File: src/rtl/mtx_remap_pkg.sv
package mtx_remap_pkg;

  localparam int DIM_W = 3;
  localparam int IDX_W = 2 * DIM_W;

  typedef enum logic {
    DIR_UP   = 1'b0,
    DIR_DOWN = 1'b1
  } walk_dir_e;

endpackage

File: src/rtl/mtx_loop_ctr.sv
module mtx_loop_ctr
  import mtx_remap_pkg::*;
#(
  parameter int W = 3
) (
  input  logic         clk,
  input  logic         rst,
  input  logic         load,
  input  logic         step,
  input  walk_dir_e    dir,
  input  logic [W-1:0] lim,
  output logic [W-1:0] cnt,
  output logic [W-1:0] cnt_nxt,
  output logic         at_end,
  output logic         end_nxt
);

  logic [W-1:0] first_val;
  logic [W-1:0] final_val;

  always_comb begin
    first_val = (dir == DIR_DOWN) ? lim : '0;
    final_val = (dir == DIR_DOWN) ? '0 : lim;
    at_end    = (cnt == final_val);
    if (load) begin
      cnt_nxt = first_val;
    end else if (step) begin
      if (at_end)                cnt_nxt = first_val;
      else if (dir == DIR_DOWN)  cnt_nxt = cnt - 1'b1;
      else                       cnt_nxt = cnt + 1'b1;
    end else begin
      cnt_nxt = cnt;
    end
    end_nxt = (cnt_nxt == final_val);
  end

  always_ff @(posedge clk) begin
    if (rst) cnt <= '0;
    else     cnt <= cnt_nxt;
  end

  // counting up advances by one unless wrapping
  assert_ctr_up_R4: assert property (@(posedge clk) disable iff (rst)
    (step && !load && !at_end && dir == DIR_UP) |=> cnt == W'($past(cnt) + 1'b1));

  // counting down retreats by one unless wrapping
  assert_ctr_down_R5: assert property (@(posedge clk) disable iff (rst)
    (step && !load && !at_end && dir == DIR_DOWN) |=> cnt == W'($past(cnt) - 1'b1));

  // a held counter does not move
  assert_ctr_hold_R6: assert property (@(posedge clk) disable iff (rst)
    (!step && !load) |=> $stable(cnt));

endmodule

File: src/rtl/mtx_idx_calc.sv
module mtx_idx_calc #(
  parameter int DIM_W = 3,
  parameter int IDX_W = 6
) (
  input  logic [DIM_W-1:0] row_i,
  input  logic [DIM_W-1:0] col_j,
  input  logic [DIM_W-1:0] inr_k,
  input  logic [DIM_W-1:0] cols_lim,
  input  logic [DIM_W-1:0] inner_lim,
  output logic [IDX_W-1:0] off_a,
  output logic [IDX_W-1:0] off_b,
  output logic [IDX_W-1:0] off_d
);

  localparam int PW = IDX_W + 1;

  logic [PW-1:0] n_sz, k_sz, i_x, j_x, k_x;
  logic [PW-1:0] a_w, b_w, d_w;

  always_comb begin
    n_sz = PW'(cols_lim) + PW'(1);
    k_sz = PW'(inner_lim) + PW'(1);
    i_x  = PW'(row_i);
    j_x  = PW'(col_j);
    k_x  = PW'(inr_k);
    a_w  = PW'(i_x * k_sz) + k_x;
    b_w  = PW'(k_x * n_sz) + j_x;
    d_w  = PW'(i_x * n_sz) + j_x;
    off_a = a_w[IDX_W-1:0];
    off_b = b_w[IDX_W-1:0];
    off_d = d_w[IDX_W-1:0];
  end

endmodule

File: src/rtl/mtx_remap.sv
module mtx_remap
  import mtx_remap_pkg::*;
#(
  parameter int DW = mtx_remap_pkg::DIM_W,
  parameter int IW = 2 * DW
) (
  input  logic          clk,
  input  logic          rst,
  input  logic [DW-1:0] cfg_rows,
  input  logic [DW-1:0] cfg_cols,
  input  logic [DW-1:0] cfg_inner,
  input  logic          cfg_reverse,
  input  logic          start,
  input  logic          out_ready,
  output logic          out_valid,
  output logic [IW-1:0] idx_a,
  output logic [IW-1:0] idx_b,
  output logic [IW-1:0] idx_dst,
  output logic          out_last,
  output logic          done
);

  localparam int NLOOP = 3;
  localparam int LP_I  = 0;
  localparam int LP_J  = 1;
  localparam int LP_K  = 2;
  localparam int ELW   = 2 * IW + 1;

  // latched configuration
  logic [DW-1:0] rows_q, cols_q, inner_q;
  walk_dir_e     dir_q;

  logic valid_q, last_q, done_q;
  logic [IW-1:0] a_q, b_q, d_q;

  logic start_acc, adv, fin, ld;
  walk_dir_e     dir_sel;
  logic [DW-1:0] lim_sel [NLOOP];
  logic          stp     [NLOOP];
  logic [DW-1:0] cnt     [NLOOP];
  logic [DW-1:0] cnt_nxt [NLOOP];
  logic          at_end  [NLOOP];
  logic          end_nxt [NLOOP];

  logic [IW-1:0] a_nxt, b_nxt, d_nxt;

  assign start_acc = start && !valid_q;
  assign adv       = valid_q && out_ready;
  assign fin       = adv && last_q;
  assign ld        = start_acc || fin;

  assign dir_sel        = start_acc ? walk_dir_e'(cfg_reverse) : dir_q;
  assign lim_sel[LP_I]  = start_acc ? cfg_rows  : rows_q;
  assign lim_sel[LP_J]  = start_acc ? cfg_cols  : cols_q;
  assign lim_sel[LP_K]  = start_acc ? cfg_inner : inner_q;

  // carry chain: innermost loop steps on every accepted element
  assign stp[LP_K] = adv;
  assign stp[LP_J] = adv && at_end[LP_K];
  assign stp[LP_I] = adv && at_end[LP_K] && at_end[LP_J];

  for (genvar g = 0; g < NLOOP; g++) begin : g_loop
    mtx_loop_ctr #(.W(DW)) u_ctr (
      .clk     (clk),
      .rst     (rst),
      .load    (ld),
      .step    (stp[g]),
      .dir     (dir_sel),
      .lim     (lim_sel[g]),
      .cnt     (cnt[g]),
      .cnt_nxt (cnt_nxt[g]),
      .at_end  (at_end[g]),
      .end_nxt (end_nxt[g])
    );
  end

  mtx_idx_calc #(.DIM_W(DW), .IDX_W(IW)) u_calc (
    .row_i     (cnt_nxt[LP_I]),
    .col_j     (cnt_nxt[LP_J]),
    .inr_k     (cnt_nxt[LP_K]),
    .cols_lim  (lim_sel[LP_J]),
    .inner_lim (lim_sel[LP_K]),
    .off_a     (a_nxt),
    .off_b     (b_nxt),
    .off_d     (d_nxt)
  );

  always_ff @(posedge clk) begin
    if (rst) begin
      rows_q  <= '0;
      cols_q  <= '0;
      inner_q <= '0;
      dir_q   <= DIR_UP;
    end else if (start_acc) begin
      rows_q  <= cfg_rows;
      cols_q  <= cfg_cols;
      inner_q <= cfg_inner;
      dir_q   <= walk_dir_e'(cfg_reverse);
    end
  end

  always_ff @(posedge clk) begin
    if (rst) begin
      valid_q <= 1'b0;
      done_q  <= 1'b0;
      last_q  <= 1'b0;
      a_q     <= '0;
      b_q     <= '0;
      d_q     <= '0;
    end else begin
      done_q <= fin;
      if (start_acc)  valid_q <= 1'b1;
      else if (fin)   valid_q <= 1'b0;
      if (ld || adv) begin
        a_q    <= a_nxt;
        b_q    <= b_nxt;
        d_q    <= d_nxt;
        last_q <= end_nxt[LP_I] && end_nxt[LP_J] && end_nxt[LP_K];
      end
    end
  end

  assign out_valid = valid_q;
  assign idx_a     = a_q;
  assign idx_b     = b_q;
  assign idx_dst   = d_q;
  assign out_last  = last_q && valid_q;
  assign done      = done_q;

  // ---------------- assertions ----------------
  logic [ELW-1:0] dst_span;
  assign dst_span = ELW'((ELW'(rows_q) + 1'b1) * (ELW'(cols_q) + 1'b1));

  assert_dst_in_range_R3: assert property (@(posedge clk) disable iff (rst)
    out_valid |-> (ELW'(idx_dst) < dst_span));

  assert_stall_hold_R6: assert property (@(posedge clk) disable iff (rst)
    (out_valid && !out_ready) |=>
      (out_valid && $stable(idx_a) && $stable(idx_b) && $stable(idx_dst) && $stable(out_last)));

  assert_rev_ends_at_zero_R5: assert property (@(posedge clk) disable iff (rst)
    (out_last && dir_q == DIR_DOWN) |-> (idx_a == '0 && idx_b == '0 && idx_dst == '0));

  assert_done_after_last_R8: assert property (@(posedge clk) disable iff (rst)
    (out_valid && out_ready && out_last) |=> (done && !out_valid));

  assert_done_single_R8: assert property (@(posedge clk) disable iff (rst)
    done |=> !done);

  assert_busy_start_ignored_R9: assert property (@(posedge clk) disable iff (rst)
    (out_valid && start) |=> ($stable(rows_q) && $stable(cols_q) && $stable(inner_q)));

endmodule

File: config.mk
export PLATFORM = sky130hd
export DESIGN_NAME = mtx_remap
export DESIGN_NICKNAME = d
export VERILOG_FILES = /design/src/rtl/mtx_remap_pkg.sv /design/src/rtl/mtx_loop_ctr.sv /design/src/rtl/mtx_idx_calc.sv /design/src/rtl/mtx_remap.sv
export SDC_FILE = /design/constraint.sdc
export NUM_CORES = 1
export LEC_CHECK = 0
export ABC_CLOCK_PERIOD_IN_PS = 6100
export BUFFER_PORTS_ARGS = -buffer_cell sky130_fd_sc_hd__buf_2
export CAP_MARGIN = 20
export CELL_PAD_IN_SITES_DETAIL_PLACEMENT = 1
export CELL_PAD_IN_SITES_GLOBAL_PLACEMENT = 2
export CORE_AREA = 2 2 108 110
export CTS_CLUSTER_DIAMETER = 50
export DETAILED_ROUTE_END_ITERATION = 10
export DIE_AREA = 0 0 110 112
export PLACE_DENSITY = 0.79
export SETUP_SLACK_MARGIN = 0.02
export SLEW_MARGIN = 20
export SYNTH_ARGS = -nofsm -noshare
export SYNTH_HDL_FRONTEND = slang
export SYNTH_SLANG_ARGS = --single-unit
File: constraint.sdc
create_clock -name clk -period 6.1 [get_ports clk]
set_clock_uncertainty 0.2 [all_clocks]
set_input_delay 1.22 -clock clk [delete_from_list [all_inputs] [get_ports clk]]
set_output_delay 1.22 -clock clk [all_outputs]
set_load 0.01 [all_outputs]
# Word level (Yosys, flattened, before mapping)

Cells that the tools add are included.

Register bits after elaboration: 40
Output and inout port bits: 21

Add/sub/neg operators: 11
Multiply operators: 3
Eq/ne operators: 6
Mux-type cells: 24
Reductions and logical operators: 12

Operator list:

| kind                  | count |
|---|---|
| $mux W3               | 21 |
| $mul A3 B7 Y6         | 3 |
| $add A6 B3 Y6         | 3 |
| $eq A3 B3 Y1          | 6 |
| $add A3 B1 Y3 const B | 3 |
| $sub A3 B1 Y3 const B | 3 |
| $add A3 B1 Y4 const B | 2 |
| $logic_and A1 B1 Y1   | 8 |
| $mux W1               | 3 |
| $logic_or A1 B1 Y1    | 2 |
| $reduce_bool A2 Y1    | 1 |
| $logic_not A1 Y1      | 1 |

# Depth between registers and ports, before layout

Gate-level depths: netlist (run 1).

Word-level depth: 12
Gate-level depth with buffers: 23
Depth with buffers taken out: 19

# Cells and area by module

A second synthesis (run 1) with hierarchy kept.

Cell total of the unflattened synthesis: 475
Area total of the unflattened synthesis: 4000.1 µm²

Modules (own cells, without submodules):

| module                             | instances | cells each | area an instance (µm²) | sequential area each (µm²) |
|---|---|---|---|---|
| mtx_remap                          | 1         | 127        | 1212.4                 | 620.6 |
| mtx_idx_calc                       | 1         | 124        | 1131.1                 | 0.0 |
| mtx_loop_ctr (g_loop[0].u_ctr ...) | 2         | 75         | 555.5                  | 60.1 |
| mtx_loop_ctr (g_loop[1].u_ctr)     | 1         | 74         | 545.5                  | 60.1 |

# Least setup slack after synthesis (run 1)

Ideal clock, no wire load.

Path kind: input-to-reg
Start: input start
End: register a_q[5] (netlist: idx_a[5])
Setup time: 0.064 ns
Arrival: 6.196 ns
Data required time: 5.836 ns
Slack: -0.360 ns
Stages: 21
Path buffers: 4
Cell sequence: nand2b_1 buf_2 buf_2 mux2i_1 clkbuf_1 fa_1 inv_1 mux2i_1 a211o_1 o21a_1 clkbuf_1 nand2b_1 fa_1 fa_1 fa_1 inv_1 a21o_1 a21oi_1 xnor2_1 or4b_1 nand4_1

Cells in the longest elaborated chain, start to end: 10

Ends and longest elaborated chain:

| what                               | RTL line           | RTL |
|---|---|---|
| start: declaration                 | mtx_remap.sv:13    | `input logic start,` |
| $logic_and A1 B1 Y1 (*)            | mtx_remap.sv:47    | `assign start_acc = start && !valid_q;` |
| $mux W3 or $mux W1 (tied branches) | n/a                |  |
| $mux W3                            | mtx_loop_ctr.sv:23 | `final_val = (dir == DIR_DOWN) ? '0 : lim;` |
| $eq A3 B3 Y1                       | mtx_loop_ctr.sv:24 | `at_end = (cnt == final_val);` |
| $logic_and A1 B1 Y1 (2 in series)  | mtx_remap.sv:60    | `assign stp[LP_I] = adv && at_end[LP_K] && at_end[LP_J];` |
| $mux W3                            | mtx_loop_ctr.sv:27 | `end else if (step) begin` |
| $mux W3                            | mtx_loop_ctr.sv:25 | `if (load) begin` |
| $mul A3 B7 Y6                      | mtx_idx_calc.sv:26 | `a_w = PW'(i_x * k_sz) + k_x;` |
| $add A6 B3 Y6                      | mtx_idx_calc.sv:26 |  |
| end signal: assignment             | mtx_remap.sv:115   | `a_q <= a_nxt;` |
| end: declaration                   | mtx_remap.sv:34    | `logic [IW-1:0] a_q, b_q, d_q;` |

Mark *: on every way between the ends. The rest lies on a longest branch, timed or not.
A chain may end at the register's enable or synchronous reset.

# Worst setup path in the final report (run 1)

Start: input cfg_reverse
End: register a_q[5] (netlist: idx_a[5])

Cells in the longest elaborated chain, start to end: 9

Ends and longest elaborated chain:

| what                              | RTL line           | RTL |
|---|---|---|
| start: declaration                | mtx_remap.sv:12    | `input logic cfg_reverse,` |
| $mux W1 (*)                       | n/a                |  |
| $mux W3                           | mtx_loop_ctr.sv:23 |  |
| $eq A3 B3 Y1                      | mtx_loop_ctr.sv:24 |  |
| $logic_and A1 B1 Y1 (2 in series) | mtx_remap.sv:60    |  |
| $mux W3                           | mtx_loop_ctr.sv:27 |  |
| $mux W3                           | mtx_loop_ctr.sv:25 |  |
| $mul A3 B7 Y6                     | mtx_idx_calc.sv:26 |  |
| $add A6 B3 Y6 (*)                 | mtx_idx_calc.sv:26 |  |

Marks and branches as above.

==> out/summary.txt, run 1 <==
Detailed Place HPWL - 8620 um
Tcrit/Tclk final - 94.6%
First-pass GRT wire length - 18100 um
Final Hold Fails - 0
Row count - 39
WL met2 - 5190 um
Final WS setup - 0.332 ns
Synthesized instance count - 442
Worst-Skew Late Latency - 0.29 ns
Core area - 0.0112 mm^2
Yosys warning count - 0
Min-delay src - idx_a[4]
Final Critical Period - 5.77 ns
Fill cell total of the finished layout - 1343
Status - completed
Primary FF master, synth - dfxtp_1
PwrDens - 218 mW/mm^2
Via count - 3317
CTS Buf Count - 5
Die Area - 0.0123 mm^2
Post-Route WL - 10900 um
GRT Util Overall - 18.9%
Commonest non-fill, non-tap cells in the layout - nor2_1 (56), nand2_1 (42), dfxtp_1 (40)
Number of port buffers - 34
Crit path from - cfg_reverse
Vias per cell - 5.15
Lkg Pwr - 2.04 nW
Critical Path RT - 6.12 ns
Post-synth ARST share - 0%
Dpl ws - -0.0197 ns
WS Path Type - in2reg
Die X - 110 um
Worst-path clk slew - 0.06 ns
Ant diodes - 0
Post-Synthesis Cell Area - 0.00362 mm^2
Setup TNS - 0 ns
Area Growth Syn to Fin - 20.2%
Peak Freq - 173 MHz
Critical path fanouts, max - 11
Sequential share of the synthesized area - 22.1%
MaxCap Viol Count - 0
H-tree levels - 2
Drt pass-1 iters - 4
Clock buffer depth - 2
CP startpoint kind - input pin
Wire per inst - 17.0 um
Cell taking the most area after synthesis - dfxtp_1
Vias in the first global route - 3472
Largest net degree at the start of global routing - 42
Initial antenna violation count - 0
Clk sinks - 40
Final Util - 39.0%
EDFF count, synth - 0
Max Transition Viols Final - 0
Layout cell share with drive strength beyond 1 - 19.6%
Met3 wire length - 412 um
WHS - 0.251 ns
Initial DRC count - 130
Worst-Margin Slew - 0.803 ns
Ports - 35
Share of the synthesized area in the top cell type - 22.1%
#FFs+latches synth - 40
Initial Util - 32.4%
Yosys cell types - 56
Commonest non-fill, non-tap cell in the layout - nor2_1
Drt drc - 0
CTS tree - done
Synthesized area per cell - 8.20 um^2
Top Layer Used - met4
Routability cong. - 0.910
Critical path data arrival time - 5.79 ns
# setup viols final - 0
Post-DRT Antenna Nets - 0
Gr ovfl total - 0
Syn_nets - 503
Hold/Removal Path Class - reg2reg
CP Capture Type - flip-flop
Synth area leaders - dfxtp_1 (22%), ha_1 (11%), fa_1 (8.3%)
Relative slew slack - 46.5%
Worst reg2reg startpoint - out_valid
CTS root buffer - clkbuf_16
Placed cell count - 634
Nets - 561
Post-Route M1 WL - 5130 um
Die height - 112 um
RSZ-0062 raised after global routing - false
Maximum VDD drop - 146 uV
CTS Hold Bufs - 0
Layout Cells excl Fill - 644
cell type report:
type	instances	area (um^2)	area share, %
sequential	40	801	18.4
inverter	39	146	3.36
clock inverter	3	42.5	0.976
tap	143	179	4.11
timing repair buffer	72	455	10.5
clock buffer	5	125	2.87
multi-input combinational	342	2610	59.9
per-stage QoR:
| step | power, mW | cell area (um^2) |
|---|---|---|
| detailed placement | 0.634 | 4160 |
| finish | 0.948 | 4360 |
| global placement | 0.628 | 4160 |
| CTS | 0.949 | 4330 |
| global route | 1.01 | 4360 |
| floorplan | 0.517 | 3650 |
synthesized netlist by cell type, types with 3 or more instances:
| cell | number |
|---|---|
| a211oi_1 | 4 |
| a21o_1 | 6 |
| a21oi_1 | 32 |
| a31o_2 | 3 |
| a31oi_1 | 4 |
| and2_1 | 5 |
| and4bb_1 | 4 |
| buf_2 | 7 |
| clkbuf_1 | 12 |
| dfxtp_1 | 40 |
| fa_1 | 15 |
| ha_1 | 32 |
| inv_1 | 38 |
| mux2i_1 | 16 |
| nand2_1 | 42 |
| nand2b_1 | 8 |
| nand3_1 | 9 |
| nand3b_1 | 3 |
| nand4_1 | 5 |
| nor2_1 | 56 |
| nor2b_1 | 5 |
| nor4bb_1 | 4 |
| o2111ai_1 | 3 |
| o21ai_0 | 10 |
| o22ai_1 | 3 |
| or3_1 | 4 |
| or4b_1 | 3 |
| xnor2_1 | 29 |
| xor2_1 | 8 |
final timing paths:
kind | to | slack (ns) | depth (start not counted)
max reg2reg | idx_a[5] | 0.80 | 18
min reg2reg | idx_a[4] | 0.25 | 2
min | idx_a[4] | 0.25 | 2
max | idx_a[5] | 0.33 | 18
flip-flops by register name, indices dropped and copies added (netlist names):
name	count
g_loop.u_ctr.cnt	9
cols_q	3
idx_a	6
last_q	1
inner_q	3
idx_dst	6
idx_b	6
dir_q	1
rows_q	3
out_valid	1
done	1
critical path, stage by stage:
cell	delay [ns]
buf_2	0.21
and4bb_1	0.24
a31o_2	0.25
xnor2_1	0.40
nor3_4	0.10
and2_1	0.24
a21oi_1	0.20
o22ai_2	0.13
or2_2	0.32
fa_1	0.46
fa_1	0.54
fa_1	0.48
inv_1	0.08
a21o_1	0.10
a21oi_1	0.07
xnor2_1	0.15
or4b_1	0.47
nand4_1	0.12
metal layers:
layer,up-vias,global-route usage (%)
met5,-,0
met3,20,2.52
met2,69,30.2
met4,0,5.06
met1,1610,26.6
li1,1618,-
logic make-up after synthesis:
| group | synth area share (%) |
|---|---|
| mux | 5.04 |
| simple gates | 23.3 |
| flops | 22.1 |
| fa+ha+maj | 19.3 |
| compound gates | 14.6 |
| buf+inv | 6.66 |
| xor+xnor | 8.94 |
what timing repair did:
| item | CTS | global route |
|---|---|---|
| resized for setup | 0 | 2 |
| hold endpoints to repair | 0 | 0 |
| buffers inserted | 0 | 2 |
| setup endpoints to repair | 0 | 2 |
power breakdown:
group          switching, mW  internal [mW]
sequential            0.0157          0.280
clock                  0.119          0.193
combinational          0.196          0.145
Note: power is estimated with default switching activity, not from simulation.
==> run 2, diff against run 1 <==
- ABC_CLOCK_PERIOD_IN_PS: 6100 -> 7300
- CORE_AREA: 2 2 108 110 -> 2 2 100 102
- DIE_AREA: 0 0 110 112 -> 0 0 102 104
- PLACE_DENSITY: 0.79 -> 0.86
- clock period: 6.1 -> 7.3 ns (I/O delays scaled with it)
==> out/summary.txt, run 2 (synthesis gave the netlist of run 1 again) <==
Clock buffer depth - 2 (unchanged)
Initial DRC count - 67 (-48%)
Final Hold Fails - 0 (unchanged)
Largest net degree at the start of global routing - 42 (unchanged)
CTS tree - done
Layout cell share with drive strength beyond 1 - 15.1% (-4.5 points)
Fill cell total of the finished layout - 1193 (-11%)
Commonest non-fill, non-tap cells in the layout - nor2_1 (56), nand2_1 (42), dfxtp_1 (40)
Tcrit/Tclk final - 89.6%
PwrDens - 166 mW/mm^2 (-24%)
Clk sinks - 40 (unchanged)
Ant diodes - 0 (unchanged)
Final Critical Period - 6.54 ns
WHS - 0.255 ns (+0.00366 ns)
Worst reg2reg startpoint - out_valid
Crit-path cells - buf_2 -> nand2b_1 -> buf_4 -> a31oi_1 -> xnor2_1 -> nor3_4 -> and2_1 -> a21oi_1 -> o22ai_1 -> or2_2 -> fa_1 -> fa_1 -> fa_1 -> inv_1 -> a21o_1 -> a21oi_1 -> xnor2_1 -> or4b_1 -> nand4_1
Die height - 104 um (-7.1%)
Post-CTS Setup Repair Bufs - 0 (unchanged)
Initial antenna violation count - 0 (unchanged)
Area of the multi-input gates - 0.00258 mm^2 (-0.96%)
Worst-Margin Slew - 0.852 ns (+0.0491 ns)
# setup viols final - 0 (unchanged)
Drt pass-1 iters - 4 (unchanged)
Commonest non-fill, non-tap cell in the layout - nor2_1
Hold path depth - 2 (unchanged)
FF-to-FF End - idx_a[5]
Peak Freq - 153 MHz
CTS root buffer - clkbuf_8
Via count - 3219 (-3.0%)
Initial Util - 38.0% (+5.5 points)
Vias per cell - 5.28 (+2.5%)
Lkg Pwr - 1.90 nW (-6.8%)
Hold/Removal Path Class - reg2reg
H-tree levels - 2 (unchanged)
GRT Util Overall - 21.3% (+2.4 points)
Setup TNS - 0 ns (unchanged)
Power consumption - 0.676 mW (-29%)
Largest register by flop count - g_loop.u_ctr.cnt
CP dominant cell by count - fa_1
Worst path slowest cell - fa_1
Min-delay src - idx_b[0]
Final Util - 42.7% (+3.7 points)
Critical path fanouts, max - 12 (+1)
Worst-path clk slew - 0.09 ns (+0.03 ns)
WS Path Type - in2reg
Die Area - 0.0106 mm^2 (-14%)
Number of port buffers - 34 (unchanged)
FF-to-FF setup slack - 1.32 ns (+0.52 ns)
CTS Hold Bufs - 0 (unchanged)
Maximum VDD drop - 79.2 uV (-46%)
Gr ovfl total - 0 (unchanged)
Ports - 35 (unchanged)
First-pass GRT wire length - 17900 um (-1.6%)
Relative slew slack - 43.2% (-3.3 points)
Critical Path RT - 7.34 ns (+1.22 ns)
CP Capture Type - flip-flop
Nets - 538 (-4.1%)
Max Transition Viols Final - 0 (unchanged)
Number of flip-flops in the largest register - 9 (unchanged)
Critical path data arrival time - 6.59 ns (+0.80 ns)
CP startpoint kind - input pin
Routability cong. - 0.885 (-2.8%)
CTS Buf Count - 5 (unchanged)
Post_cts resized - 0 (unchanged)
Worst stage delay on the critical path - 0.54 ns (about the same)
FF/Latch Area - 801 um^2 (unchanged)
Hold Path End - idx_b[0]
Drt drc - 0 (unchanged)
Wire per inst - 17.4 um (+2.3%)
Area Growth Syn to Fin - 12.4%
RSZ-0062 raised after global routing - false
Worst-Skew Late Latency - 0.30 ns (about the same)
Post-DRT Antenna Nets - 0 (unchanged)
Vias in the first global route - 3542 (+2.0%)
Die X - 102 um (-7.3%)
Post-Route WL - 10600 um (-3.1%)
Core area - 0.00955 mm^2 (-15%)
Status - completed
MaxCap Viol Count - 0 (unchanged)
Detailed Place HPWL - 8270 um (-4.0%)
FF-to-FF path depth - 18 (unchanged)
Row count - 36 (-7.7%)
## run 2: layout make-up
class	count	area share, %
inverters	39	3.59
well taps	133	4.08
multi-input cells	342	63.4
clock buffers	7	2.36
repair buffers	49	6.94
flip-flops and latches	40	19.6
## run 2: worst max path at each step
stage	startpoint	endpoint	slack [ns]	cells past startpoint
2_1_floorplan	start	idx_a[5]	0.60	21
3_3_place_gp	start	idx_dst[5]	0.66	19
3_5_place_dp	start	idx_a[5]	0.47	19
4_1_cts	start	idx_a[5]	0.79	19
5_1_grt	start	idx_a[5]	0.36	19
6_report	start	idx_a[5]	0.76	19
## run 2: power by group
part,switching (mW),leakage [nW],internal (mW)
combinational,0.157,1.53,0.103
clock,0.0842,0.0503,0.0845
sequential,0.0139,0.326,0.234
## run 2: worst max-delay path: cells and delay by family
family                     cells  cell delay [ns]
buffers and inverters          3             0.53
xor gates and xnor gates       2             0.32
adders and majority gates      3             1.46
and+or+nand+nor                6             1.77
AOI/OAI and AO/OA              5             1.03
## run 2: metal layers
layer | up-vias | share of wire, % | track usage, %
met5 | - | 0 | 0
met4 | 0 | 2.6 | 6.38
met3 | 21 | 3.5 | 2.82
met2 | 64 | 48 | 35.6
met1 | 1565 | 46 | 28.4
li1 | 1569 | - | -
## run 2: metrics by stage
stage / cells / cell area [um^2] / setup slack, ns
global route: 610 / 4080 / 0.359
finish: 610 / 4080 / 0.757
global placement: 603 / 3980 / 0.661
detailed placement: 603 / 3980 / 0.475
floorplan: 442 / 3620 / 0.600
CTS: 610 / 4080 / 0.786
==> run 3, diff against run 2 <==
--- a/config.mk
+++ b/config.mk
@@ -12,7 +12,7 @@
 export CELL_PAD_IN_SITES_GLOBAL_PLACEMENT = 2
-export CORE_AREA = 2 2 100 102
+export CORE_AREA = 2 2 76 133
 export CTS_CLUSTER_DIAMETER = 50
 export DETAILED_ROUTE_END_ITERATION = 10
-export DIE_AREA = 0 0 102 104
-export PLACE_DENSITY = 0.86
+export DIE_AREA = 0 0 78 135
+export PLACE_DENSITY = 0.87
 export SETUP_SLACK_MARGIN = 0.02
--- a/constraint.sdc
+++ b/constraint.sdc
@@ -4,2 +4,2 @@
 set_output_delay 1.46 -clock clk [all_outputs]
-set_load 0.01 [all_outputs]
+set_load 0.005 [all_outputs]
==> out/summary.txt, run 3 (synthesis gave the netlist of run 1 again) <==
Hold/Removal Path Class - reg2reg
Post-Route WL - 11400 um (+7.5%)
Power consumption - 0.775 mW (+15%)
Met3 wire length - 330 um (-10%)
Max Transition Viols Final - 0 (unchanged)
Post-CTS Setup Repair Bufs - 0 (unchanged)
Placed cell count - 592 (-1.8%)
CTS tree - done
Row count - 47 (+31%)
Tcrit/Tclk final - 92.8% (+3.1 points)
Die Area - 0.0105 mm^2 (-0.74%)
Setup TNS - 0 ns (unchanged)
# setup viols final - 0 (unchanged)
MaxCap Viol Count - 0 (unchanged)
Top Layer Used - met4
Detailed Place HPWL - 9200 um (+11%)
Number of port buffers - 34 (unchanged)
Ports - 35 (unchanged)
CP Capture Type - flip-flop
Min-delay src - idx_a[4]
Routability cong. - 0.935 (+5.7%)
Layout cell share with drive strength beyond 1 - 15.3% (+0.18 points)
CP startpoint kind - input pin
Vias per cell - 5.52 (+4.6%)
Worst-Skew Late Latency - 0.30 ns (about the same)
Relative slew slack - 41.5% (-1.7 points)
Drt drc - 0 (unchanged)
Clk sinks - 40 (unchanged)
Commonest non-fill, non-tap cell in the layout - nor2_1
Ant diodes - 0 (unchanged)
WL met2 - 6430 um (+27%)
Clock buffer depth - 2 (unchanged)
Post-Route M1 WL - 3940 um (-20%)
Worst reg2reg startpoint - out_valid
GRT Util Overall - 23.1% (+1.7 points)
Fill cell total of the finished layout - 1157 (-3.0%)
Gr ovfl total - 0 (unchanged)
Final Critical Period - 6.77 ns (+0.229 ns)
Area Growth Syn to Fin - 14.2%
Via count - 3313 (+2.9%)
Largest net degree at the start of global routing - 42 (unchanged)
Post_cts resized - 0 (unchanged)
H-tree levels - 2 (unchanged)
First-pass GRT wire length - 18500 um (+3.8%)
CTS Buf Count - 5 (unchanged)
Peak Freq - 148 MHz (-3.4%)
Number of flip-flops in the largest register - 9 (unchanged)
Status - completed
Core area - 0.00941 mm^2 (-1.5%)
Vias in the first global route - 3685 (+4.0%)
WS Path Type - in2reg
Initial antenna violation count - 0 (unchanged)
Critical Path RT - 7.33 ns (about the same)
Lkg Pwr - 1.94 nW (+1.8%)
Critical path fanouts, max - 12 (unchanged)
Worst-path clk slew - 0.06 ns (-0.03 ns)
Drt pass-1 iters - 4 (unchanged)
Nets - 538 (unchanged)
Maximum VDD drop - 158 uV (+100%)
Critical path data arrival time - 6.80 ns (+0.21 ns)
Wire per inst - 19.0 um (+9.2%)
Post-DRT Antenna Nets - 0 (unchanged)
Final Hold Fails - 0 (unchanged)
CTS Hold Bufs - 0 (unchanged)
Initial DRC count - 125 (+87%)
Worst-Margin Slew - 0.877 ns (+0.0250 ns)
Initial Util - 38.5% (+0.57 points)
PwrDens - 187 mW/mm^2 (+13%)
Layout Cells excl Fill - 600 (-1.6%)
Commonest non-fill, non-tap cells in the layout - nor2_1 (56), nand2_1 (42), dfxtp_1 (40)
Die X - 78 um (-24%)
CTS root buffer - clkbuf_16
Largest register by flop count - g_loop.u_ctr.cnt
Die height - 135 um (+30%)
RSZ-0062 raised after global routing - false
Crit path from - start
-- run 3: cell count changes in the layout (fill, tap and decap cells not counted) --
| cell | change |
|---|---|
| clkbuf_8 | -7 |
| clkbuf_16 | +5 |
| bufinv_16 | +1 |
| clkinv_4 | +2 |
-- run 3: power by group --
| group | switching (mW) | internal [mW] | leakage, nW |
|---|---|---|---|
| logic | 0.160 | 0.103 | 1.53 |
| clock network | 0.101 | 0.163 | 0.0840 |
| registers | 0.0139 | 0.234 | 0.326 |
| total | 0.275 | 0.500 | 1.94 |
-- run 3: area by class of cell --
class	count	area (um^2)	share of cell area [%]
clock buffers	5	125	3.02
repair buffers	49	283	6.83
well taps	122	153	3.69
clock inverters	3	47.5	1.15
multi-input cells	342	2580	62.4
flip-flops and latches	40	801	19.4
inverters	39	146	3.54
-- run 3: stage by stage --
step / instance area, um^2 / utilization [%] / worst slack, ns / hold WS (ns)
floorplan: 3620 / - / 0.600 / 0.248
global placement: 3970 / 42.1 / 0.332 / 0.236
detailed placement: 3970 / 42.1 / 0.234 / 0.247
CTS: 4140 / 44.0 / 0.489 / 0.256
global route: 4140 / 44.0 / 0.158 / 0.269
finish: 4140 / 44.0 / 0.528 / 0.252
-- run 3: final timing paths --
check | cells past startpoint | end | slack [ns]
worst max-delay path | 18 | idx_a[5] | 0.53
worst min-delay path | 2 | idx_a[4] | 0.25
worst max register to register | 17 | idx_a[5] | 1.06
worst min register to register | 2 | idx_a[4] | 0.25
-- run 3: worst max-delay path: stages --
cell	delay, ns
buf_2	0.18
nand2b_1	0.31
a31o_2	0.40
xnor2_1	0.19
nor3_2	0.45
and2_1	0.44
a21oi_1	0.13
o22ai_1	0.46
or2_2	0.22
fa_1	0.48
fa_1	0.61
fa_1	0.49
inv_1	0.07
a21o_1	0.11
a21oi_1	0.08
xnor2_1	0.15
or4b_1	0.47
nand4_1	0.11
-- run 3: metal layers --
metal / GRT usage, % / vias to the layer above
met5: 0 / -
met2: 45.4 / 77
met1: 21.2 / 1628
met4: 15.2 / 0
li1: - / 1574
met3: 3.34 / 34
